## src/rtl/sfg_pkg.sv

```systemverilog
package sfg_pkg;

    typedef enum logic [1:0] {
        SFG_PASS  = 2'd0,
        SFG_DRAIN = 2'd1,
        SFG_HUNT  = 2'd2
    } sfg_state_e;

    localparam int SFG_MARK_W = 3;

endpackage

```

## src/rtl/sfg_ctrl.sv

```systemverilog
module sfg_ctrl
    import sfg_pkg::*;
#(
    parameter bit FRAMED_EXIT = 1'b1
) (
    input  logic clk,
    input  logic rst_n,
    input  logic flush_req,
    input  logic head_valid,
    input  logic head_sop,
    output logic discard
);

    sfg_state_e state_q;
    sfg_state_e state_d;
    logic       start_here;

    assign start_here = head_valid && head_sop;

    // state register
    always_ff @(posedge clk) begin
        if (!rst_n) begin
            state_q <= SFG_PASS;
        end else begin
            state_q <= state_d;
        end
    end

    // transitions
    always_comb begin
        state_d = state_q;
        unique case (state_q)
            SFG_PASS: begin
                if (flush_req) state_d = SFG_DRAIN;
            end
            SFG_DRAIN: begin
                if (!flush_req) begin
                    if (!FRAMED_EXIT || start_here) state_d = SFG_PASS;
                    else                            state_d = SFG_HUNT;
                end
            end
            SFG_HUNT: begin
                if (flush_req)       state_d = SFG_DRAIN;
                else if (start_here) state_d = SFG_PASS;
            end
            default: state_d = SFG_PASS;
        endcase
    end

    // outputs
    always_comb begin
        discard = 1'b1;
        unique case (state_q)
            SFG_PASS:  discard = flush_req;
            SFG_DRAIN: discard = flush_req || (FRAMED_EXIT && !start_here);
            SFG_HUNT:  discard = flush_req || !start_here;
            default:   discard = 1'b1;
        endcase
    end

endmodule

```

## src/rtl/sfg_lane.sv

```systemverilog
module sfg_lane
    import sfg_pkg::*;
#(
    parameter int DATA_W = 32
) (
    input  logic                  discard,
    input  logic [DATA_W-1:0]     in_data,
    input  logic                  in_valid,
    input  logic [SFG_MARK_W-1:0] in_mark,
    output logic                  in_ready,
    output logic [DATA_W-1:0]     out_data,
    output logic                  out_valid,
    output logic [SFG_MARK_W-1:0] out_mark,
    input  logic                  out_ready
);

    assign in_ready  = discard ? 1'b1 : out_ready;
    assign out_valid = in_valid && !discard;
    assign out_data  = in_data;

    // each frame marker is masked by its own gate
    for (genvar m = 0; m < SFG_MARK_W; m++) begin : g_mark
        assign out_mark[m] = in_mark[m] && !discard;
    end

endmodule

```

## src/rtl/stream_flush_gate.sv

```systemverilog
module stream_flush_gate
    import sfg_pkg::*;
#(
    parameter int DATA_W      = 32,
    parameter bit FRAMED_EXIT = 1'b1
) (
    input  logic              clk,
    input  logic              rst_n,
    input  logic              flush_req,
    input  logic [DATA_W-1:0] up_data,
    input  logic              up_valid,
    input  logic              up_sop,
    input  logic              up_eop,
    input  logic              up_sync,
    output logic              up_ready,
    output logic [DATA_W-1:0] dn_data,
    output logic              dn_valid,
    output logic              dn_sop,
    output logic              dn_eop,
    output logic              dn_sync,
    input  logic              dn_ready
);

    logic                  discard;
    logic [SFG_MARK_W-1:0] mark_in;
    logic [SFG_MARK_W-1:0] mark_out;

    assign mark_in = {up_sync, up_eop, up_sop};

    sfg_ctrl #(
        .FRAMED_EXIT(FRAMED_EXIT)
    ) u_ctrl (
        .clk       (clk),
        .rst_n     (rst_n),
        .flush_req (flush_req),
        .head_valid(up_valid),
        .head_sop  (up_sop),
        .discard   (discard)
    );

    sfg_lane #(
        .DATA_W(DATA_W)
    ) u_lane (
        .discard  (discard),
        .in_data  (up_data),
        .in_valid (up_valid),
        .in_mark  (mark_in),
        .in_ready (up_ready),
        .out_data (dn_data),
        .out_valid(dn_valid),
        .out_mark (mark_out),
        .out_ready(dn_ready)
    );

    assign dn_sop  = mark_out[0];
    assign dn_eop  = mark_out[1];
    assign dn_sync = mark_out[2];

endmodule

```

## config.mk

```make
export PLATFORM = sky130hd
export DESIGN_NAME = stream_flush_gate
export DESIGN_NICKNAME = d
export VERILOG_FILES = /design/src/rtl/sfg_pkg.sv /design/src/rtl/sfg_ctrl.sv /design/src/rtl/sfg_lane.sv /design/src/rtl/stream_flush_gate.sv
export SDC_FILE = /design/constraint.sdc
export NUM_CORES = 1
export LEC_CHECK = 0
export ABC_AREA = 1
export ABC_CLOCK_PERIOD_IN_PS = 1700
export CAP_MARGIN = 15
export CORE_MARGIN = 5
export CORE_UTILIZATION = 22
export DETAILED_ROUTE_END_ITERATION = 10
export PLACE_DENSITY = 0.79
export SLEW_MARGIN = 20
export SYNTH_ARGS = -nofsm -noshare
export SYNTH_HDL_FRONTEND = slang
export SYNTH_SLANG_ARGS = --single-unit
```

## constraint.sdc

```tcl
create_clock -name clk -period 1.7 [get_ports clk]
set_input_delay 0.34 -clock clk [delete_from_list [all_inputs] [get_ports clk]]
set_output_delay 0.34 -clock clk [all_outputs]
set_load 0.05 [all_outputs]
```

* Word level (Yosys, flattened, before mapping)
Cells that the tools add are included.
Widths: inputs -> output; s select.
** Word-level totals
- Register bits :: 2
- Input port bits :: 40
- Logic and storage cells :: 25
** Operators by class
- Equality and inequality tests :: 5
- Mux-type cells :: 8
- Reductions and logical operators :: 11
** Operators with widths (count)
- $mux 2 :: 5
- $pmux 2 s3 :: 1
- $logic_and 1x1->1 :: 5
- $ne 2x2->1 const B :: 2
- $ne 3x2->1 const B :: 1
- $reduce_and 3->1 :: 1
- $eq 2x1->1 const B :: 1
- $eq 2x2->1 const B :: 1
- $logic_not 1->1 :: 2
- $logic_not 2->1 :: 1
- $pmux 1 s2 :: 1
- $reduce_or 2->1 :: 1
- $logic_or 1x1->1 :: 1
- $mux 1 :: 1

* Depth between registers and ports, before layout
Gate-level depths: netlist of the first run.
- Depth after elaboration :: 6
- Depth in mapped cells :: 9
- Gate-level depth less buffers :: 9

* Modules after synthesis
From an unflattened synthesis of the first run, not the netlist that was laid out.
** Unflattened totals
- Cell total of the unflattened synthesis :: 75
- Area total of the unflattened synthesis :: 486.7 µm²
** By module, submodules not included
- sfg_lane :: times used 1, cells an instance 43, area an instance 281.5 µm², sequential area each 0.0 µm²
- sfg_ctrl :: times used 1, cells an instance 32, area an instance 205.2 µm², sequential area each 40.0 µm²

* Least setup slack after synthesis of the first run
Ideal clock, no wire load.
- Path type :: reg2out
- Start :: register u_ctrl.state_q[0]
- End :: output dn_eop
- Arrival :: 1551 ps
- Data required time :: 1360 ps
- Slack :: -191 ps
- Stages on the path, launching flop included :: 6
- Path through :: dfxtp_1 inv_1 ha_1 o21ai_2 nand3_1 nor2_1
** On the way
- Word-level cells in the longest chain between the ends :: 5
** RTL lines
- from (decl) :: RTL line sfg_ctrl.sv:14 : sfg_state_e state_q;
- from (signal assigned) :: RTL line sfg_ctrl.sv:25 : state_q <= state_d;
- $eq 2x1->1 or $eq 2x2->1 (tied branches) :: RTL line sfg_ctrl.sv:53 : unique case (state_q)
- $reduce_or 2->1 (no line)
- $pmux 1 s2 (*) :: RTL line sfg_ctrl.sv:53
- $logic_not 1->1 (*) :: RTL line sfg_lane.sv:23 : assign out_mark[m] = in_mark[m] && !discard;
- $logic_and 1x1->1 (*) :: RTL line sfg_lane.sv:23
- to (decl) :: RTL line stream_flush_gate.sv:19 : output logic dn_eop,
Every way passes the cells marked *; elsewhere a longest branch is shown, timed or not.

* Worst setup path in the final report of the first run
- Start :: register u_ctrl.state_q[1]
- End :: output up_ready
** On the way
- Word-level cells in the longest chain between the ends :: 4
** RTL lines
- $eq 2x1->1 or $eq 2x2->1 (tied branches) :: RTL line sfg_ctrl.sv:53
- $reduce_or 2->1 (no line)
- $pmux 1 s2 (*) :: RTL line sfg_ctrl.sv:53
- $mux 1 (*) :: RTL line sfg_lane.sv:17 : assign in_ready = discard ? 1'b1 : out_ready;
- to (decl) :: RTL line stream_flush_gate.sv:15 : output logic up_ready,
Marks and branches as above.

==> results of run 1 <==
-- synthesized netlist by cell type --
master / number
a21oi_1: 2
inv_1: 10
dfxtp_1: 2
ha_1: 4
nand2_2: 2
nor2_1: 6
o21ai_2: 1
inv_2: 1
nor2_2: 1
nand3_2: 1
buf_4: 32
nand4_1: 1
nand3_1: 2
nand2_1: 9
-- worst max-delay path by stage --
stage	endpoint
floorplan	dn_eop
detailed placement	dn_eop
CTS	dn_eop
global placement	dn_eop
finish	up_ready
global route	dn_eop
-- worst reg2reg max path: cells and delay by family (launching register included) --
family	cells	cell delay [ns]
adder cells (fa/ha/maj)	1	0.19
buffers and inverters	2	0.26
flip-flops	1	0.35
AND/OR/NAND/NOR	4	0.33
-- where the power goes --
part / leakage, nW / total (mW) / switching [mW] / internal (mW)
logic: 0.257 / 0.715 / 0.381 / 0.334
registers: 0.0175 / 0.0842 / 0.0165 / 0.0678
clock network: 0.0138 / 0.105 / 0.0273 / 0.0779
-- cells by family (layout without fill, tap and decap cells) --
family,after synthesis,after routing,share of synthesized area (%)
AOI/OAI and AO/OA,3,3,3.82
adders and majority gates,4,4,10.2
buffers and inverters,43,34,57.3
DFF,2,2,8.14
and+or+nand+nor,22,22,20.6
-- layer usage --
layer	part of all wire (%)	global-route usage [%]	wire length, um
met1	29	4.96	324
met2	55	12.4	621
met3	14	4.07	162
met4	2.1	6.95	24
met5	0	0	0
-- repair_timing --
action                                  in CTS  in global routing
buffers inserted                             4                  2
gates resized for setup                     20                  2
endpoints found under the setup margin       5                  5
pin swaps                                    6                  3
-- cell type report --
cell class | count | area share, %
inverter | 11 | 7.20
tap | 28 | 5.76
sequential | 2 | 7.41
multi-input combinational | 29 | 38.7
timing repair buffer | 20 | 37.2
clock buffer | 3 | 3.70
-- metrics by stage --
stage / setup TNS, ns / std cells / cell area (sq um) / util [%]
after global routing: -0.320 / 93 / 608 / 28.0
after floorplan: -0.764 / 74 / 492 / -
after CTS: -0.161 / 91 / 588 / 27.1
final: -0.0238 / 93 / 608 / 28.0
after detailed placement: -1.03 / 84 / 472 / 21.7
after global placement: -0.636 / 84 / 472 / 21.7
==> run_results.csv, run 1 <==
group,metric,value,unit
place,io_buffers,12,
place,gp_congestion,0.847,
finish,largest_reg_flops,2,
worst_setup_path,cp_num_buf_inv,3,
sta,skew,0.00319,ns
worst_setup_path,critical-path-top-delay-family,"buffers and inverters",
drt,wl_per_cell,12.2,um
synth,avgSynthCellArea,6.64,sq um
finish,top_regs,"u_ctrl.state_q x2",
synth,synth_cells,74,
finish,area_growth_syn_to_layout,23.7,%
clock_network,clk_latency,0.22,ns
drt,drt_iter0_markers,5,
clock_network,hold_buffers,0,
worst_setup_path,crit_arrival,1.38,ns
finish,num_antenna_cells,0,
sta,finalSetupViolCount,2,
synth,synth_cell_types,14,
synth,yosys.area.top_type,"buf_4",
clock_network,clkTransAtPathRegs,0.03,ns
clock_network,h-tree-depth,1,
synth,synth_fp_nets,118,
finish,final_cell_mix,"inv_1, nand2_1, buf_4, buf_12",
worst_setup_path,critical_path.slowest_cell,"dfxtp_4",
synth,yosys_warnings,0,
floorplan,num_io_pins,77,
status,status,"finished, violations left",
power_and_ir_drop,p_leak,0.289,nW
drt,wl,1130,um
power_and_ir_drop,ir_drop,0.000629,V
synth,synth.top_cell.area_share,48.9,%
sta,fin_crit_sh,101,%
clock_network,cts_buffers,3,
floorplan,die_area,3280,sq um
floorplan,initial_core_util,22.7,%
hold_path,min_from,"u_ctrl.state_q[1]",
worst_setup_path,timing.rr.start,"u_ctrl.state_q[1]",
worst_setup_path,path_max_fanout,3,
place,pre_cts_ws,-0.291,ns
sta,period_needed,1.72,ns
finish,largest_register,"u_ctrl.state_q",
sta,setup_ws,-0.0164,ns
hold_path,hp-class,"reg2reg",
drt,postRouteAntennaNets,0,
worst_setup_path,reg2reg_to,"u_ctrl.state_q[0]",
grt,antenna_found_initial,0,
finish,seqCellArea,45.0,sq um
sta,hold_viol,0,
synth,yosys_register_bits,2,
hold_path,holdPathStages,3,
grt,grt_pass1_vias,394,
worst_setup_path,r2r_slack,0.47,ns
clock_network,clockRootBuffer,"clkbuf_4",
power_and_ir_drop,powerDensity,1490,nW/um^2
hold_path,whs_endpoint,"u_ctrl.state_q[1]",
grt,grt_pass1_wl,1720,um
floorplan,rows,17,
drt,via_per_inst,3.89,
grt,grt_usage,7.02,%
worst_setup_path,required,1.36,ns
worst_setup_path,cp-start-kind,"register",
worst_setup_path,path_depth,6,
clock_network,cts_tree,"built",
drt,drc,0,
sta,worstMarginPinSlew,0.162,ns
worst_setup_path,crit_chain,"inv_4, ha_4, o21ai_4, buf_4, nand4_1, buf_12",
sta,fmax,583,MHz
sta,relSlewSlack,89.2,%
floorplan,core,2170,sq um
drt,num_vias,362,
clock_network,cts.path.max_buffers,2,
grt,grt_max_degree,5,
synth,syn-cell-area,492,sq um
power_and_ir_drop,total_power,904,uW
worst_setup_path,crit_path_start,"u_ctrl.state_q[1]",
synth,synthTopCellsByArea,"buf_4, ha_1, dfxtp_1",
floorplan,fp.dieW,57.3,um
grt,grt-ovfl-total,0,
worst_setup_path,crit_type,"reg2out",
finish,multi_input_area,235,sq um
finish,drive_gt1_share,50.8,%
clock_network,clock-sinks,2,
worst_setup_path,r2r_cells,7,
sta,maxSlewViolCount,0,
floorplan,die_h,57.3,um
worst_setup_path,cpPeakStageDelay,0.35,ns
worst_setup_path,crit_path_end_kind,"primary output",
finish,nets,111,
sta,holdWs,0.620,ns
finish,nFillCells,247,
job,maxCapViolCount,0,
drt,drt_pass1_iterations,2,
place,hpwl,789,um
sta,grt_setup_unrepaired,"yes",
synth,yosysSeqAreaShare,8.14,%
status,violations,"setup timing",
No activity file was read; power rests on OpenSTA's default activity.
==> run 2, diff against run 1 <==
CORE_MARGIN = default   (was 5)
SKIP_CTS_REPAIR_TIMING = 1   (was default)
SLEW_MARGIN = 30   (was 20)
==> run 2 against run 1 <==
  * Clock skew decreased by 0.0018 ns
  * Sequential cell count did not move
  * Worst setup slack worse by 0.026 ns
  * Critical path type unchanged
  * Global-route usage down 0.17 points
  * Non-clock buffer count is 4 lower
  * Clock-buffer cell count stayed put
  * Via count fell by 3.3%
  * Clock power about the same
  * First-iteration DRC count is 20% higher
  * Highest routed layer unchanged
  * The run still ends with setup timing left
  * Register-to-register slack better by 0.06 ns
  * Combinational power fell by 4.1%
  * Sequential power grew 4.6%
  * Critical endpoint is now dn_valid
==> run_results.csv, run 2 (synthesis gave the netlist of run 1 again) <==
group,metric,value,unit
sta,finalSetupViolCount,4,
status,status,"finished, violations left",
sta,worstMarginPinSlew,0.198,ns
clock_network,clockRootBuffer,"clkbuf_4",
worst_setup_path,cpPeakStageDelay,0.36,ns
finish,top_regs,"u_ctrl.state_q x2",
sta,maxSlewViolCount,0,
floorplan,num_io_pins,77,
finish,nets,107,
clock_network,clock-sinks,2,
floorplan,initial_core_util,24.3,%
finish,fin_util,29.1,%
worst_setup_path,critical-path-top-delay-family,"flip-flops",
worst_setup_path,critical_path.slowest_cell,"dfxtp_4",
hold_path,hp-class,"reg2reg",
power_and_ir_drop,p_leak,0.292,nW
place,io_buffers,12,
drt,via_per_inst,3.98,
drt,wl_per_cell,11.1,um
place,hpwl,641,um
grt,grt_pass1_vias,344,
sta,setup_ws,-0.0427,ns
clock_network,cts_buffers,3,
clock_network,clk_latency,0.22,ns
job,maxCapViolCount,0,
drt,drt_pass1_iterations,2,
finish,num_antenna_cells,0,
power_and_ir_drop,ir_drop,0.000403,V
sta,period_needed,1.74,ns
clock_network,clkTransAtPathRegs,0.03,ns
sta,relSlewSlack,86.8,%
grt,antenna_found_initial,0,
place,place_inst,83,
floorplan,die_h,49.3,um
worst_setup_path,crit_chain,"inv_4, ha_4, o21ai_4, nand3_4, nor2_4, buf_12",
status,violations,"setup timing",
sta,hold_viol,0,
grt,grt_pass1_wl,1230,um
sta,tns,-0.147,ns
drt,wl,974,um
drt,drc,0,
place,dpl_cell_area,470,sq um
floorplan,die_area,2430,sq um
finish,area_growth_syn_to_layout,19.6,%
drt,drt_iter0_markers,6,
floorplan,rows,16,
finish,final_cell_mix,"inv_1, nand2_1, buf_12",
worst_setup_path,required,1.36,ns
floorplan,core,2020,sq um
sta,fmax,574,MHz
sta,fin_crit_sh,103,%
clock_network,cts.path.max_buffers,2,
place,gp_congestion,0.693,
sta,grt_setup_unrepaired,"yes",
clock_network,h-tree-depth,1,
worst_setup_path,path_max_fanout,4,
clock_network,cts_tree,"built",
worst_setup_path,crit_type,"reg2out",
drt,num_vias,350,
worst_setup_path,crit_arrival,1.40,ns
floorplan,fp.dieW,49.3,um
finish,nFillCells,223,
grt,grt_max_degree,5,
finish,largest_reg_flops,2,
grt,grt-ovfl-total,0,
finish,drive_gt1_share,47.5,%
power_and_ir_drop,powerDensity,1500,nW/um^2
drt,postRouteAntennaNets,0,
worst_setup_path,crit_path_end_kind,"primary output",
worst_setup_path,cp-start-kind,"register",
finish,finish.instance_area,588,sq um
finish,finalNonFillerCells,88,
finish,largest_register,"u_ctrl.state_q",
worst_setup_path,cp_num_buf_inv,2,
grt,grt_usage,6.85,%
sta,skew,0.00142,ns
==> run 2: cell count changes in the layout (fill, tap and decap cells not counted), sizes merged <==
cell / delta
dlymetal6s2s: +3
dlygate4sd2: -3
buf: -4
==> run 2: layer usage <==
metal  GRT usage (%)  wire length [um]  vias to the layer above
li1                -                 -                      163
met3            3.74               111                       14
met5               0                 0                        -
met2            9.59               520                       17
met4            11.8                53                        0
met1            5.16               288                      156
==> run 2: final timing paths <==
check                           cells past startpoint  slack (ns)               from                 to
worst max-delay path                                6       -0.04  u_ctrl.state_q[0]           dn_valid
worst min register to register                      2        0.52  u_ctrl.state_q[1]  u_ctrl.state_q[1]
worst min-delay path                                2        0.52  u_ctrl.state_q[1]  u_ctrl.state_q[1]
worst max register to register                      7        0.53  u_ctrl.state_q[0]  u_ctrl.state_q[0]
==> run 2: per-stage QoR <==
stage | worst slack (ns) | power, mW | hold slack (ns)
after floorplan | -0.191 | 0.587 | 0.461
after global placement | -0.156 | 0.601 | 0.527
after detailed placement | -0.202 | 0.613 | 0.542
after CTS | -0.225 | 0.728 | 0.549
after global routing | -0.0979 | 0.935 | 0.553
final | -0.0427 | 0.880 | 0.517
==> run 2: tightest hold or removal path, stage by stage, from the launching register on <==
cell and delay [ns]:
dfxtp_2 0.34, a21oi_1 0.05, nor2_1 0.08
==> run 2: layout make-up <==
type                    instances  area (sq um)  area share, %
multi-input cells              29           235           40.0
clock buffers                   3          22.5           3.83
well taps                      27          33.8           5.74
repair buffers                 16           208           35.3
inverters                      11          43.8           7.45
flip-flops and latches          2          45.0           7.66
==> run 2: report_power, final <==
part / switching [mW] / internal [mW] / leakage (nW)
Sequential: 0.0195 / 0.0686 / 0.0175
Combinational: 0.372 / 0.315 / 0.260
Clock: 0.0279 / 0.0779 / 0.0138
Total: 0.419 / 0.461 / 0.292
==> run 3, diff against run 2 <==
GPL_ROUTABILITY_DRIVEN = 0   (was default)
==> results of run 3 <==
The final DEF is identical to that of run 2; final timing and power are the same.
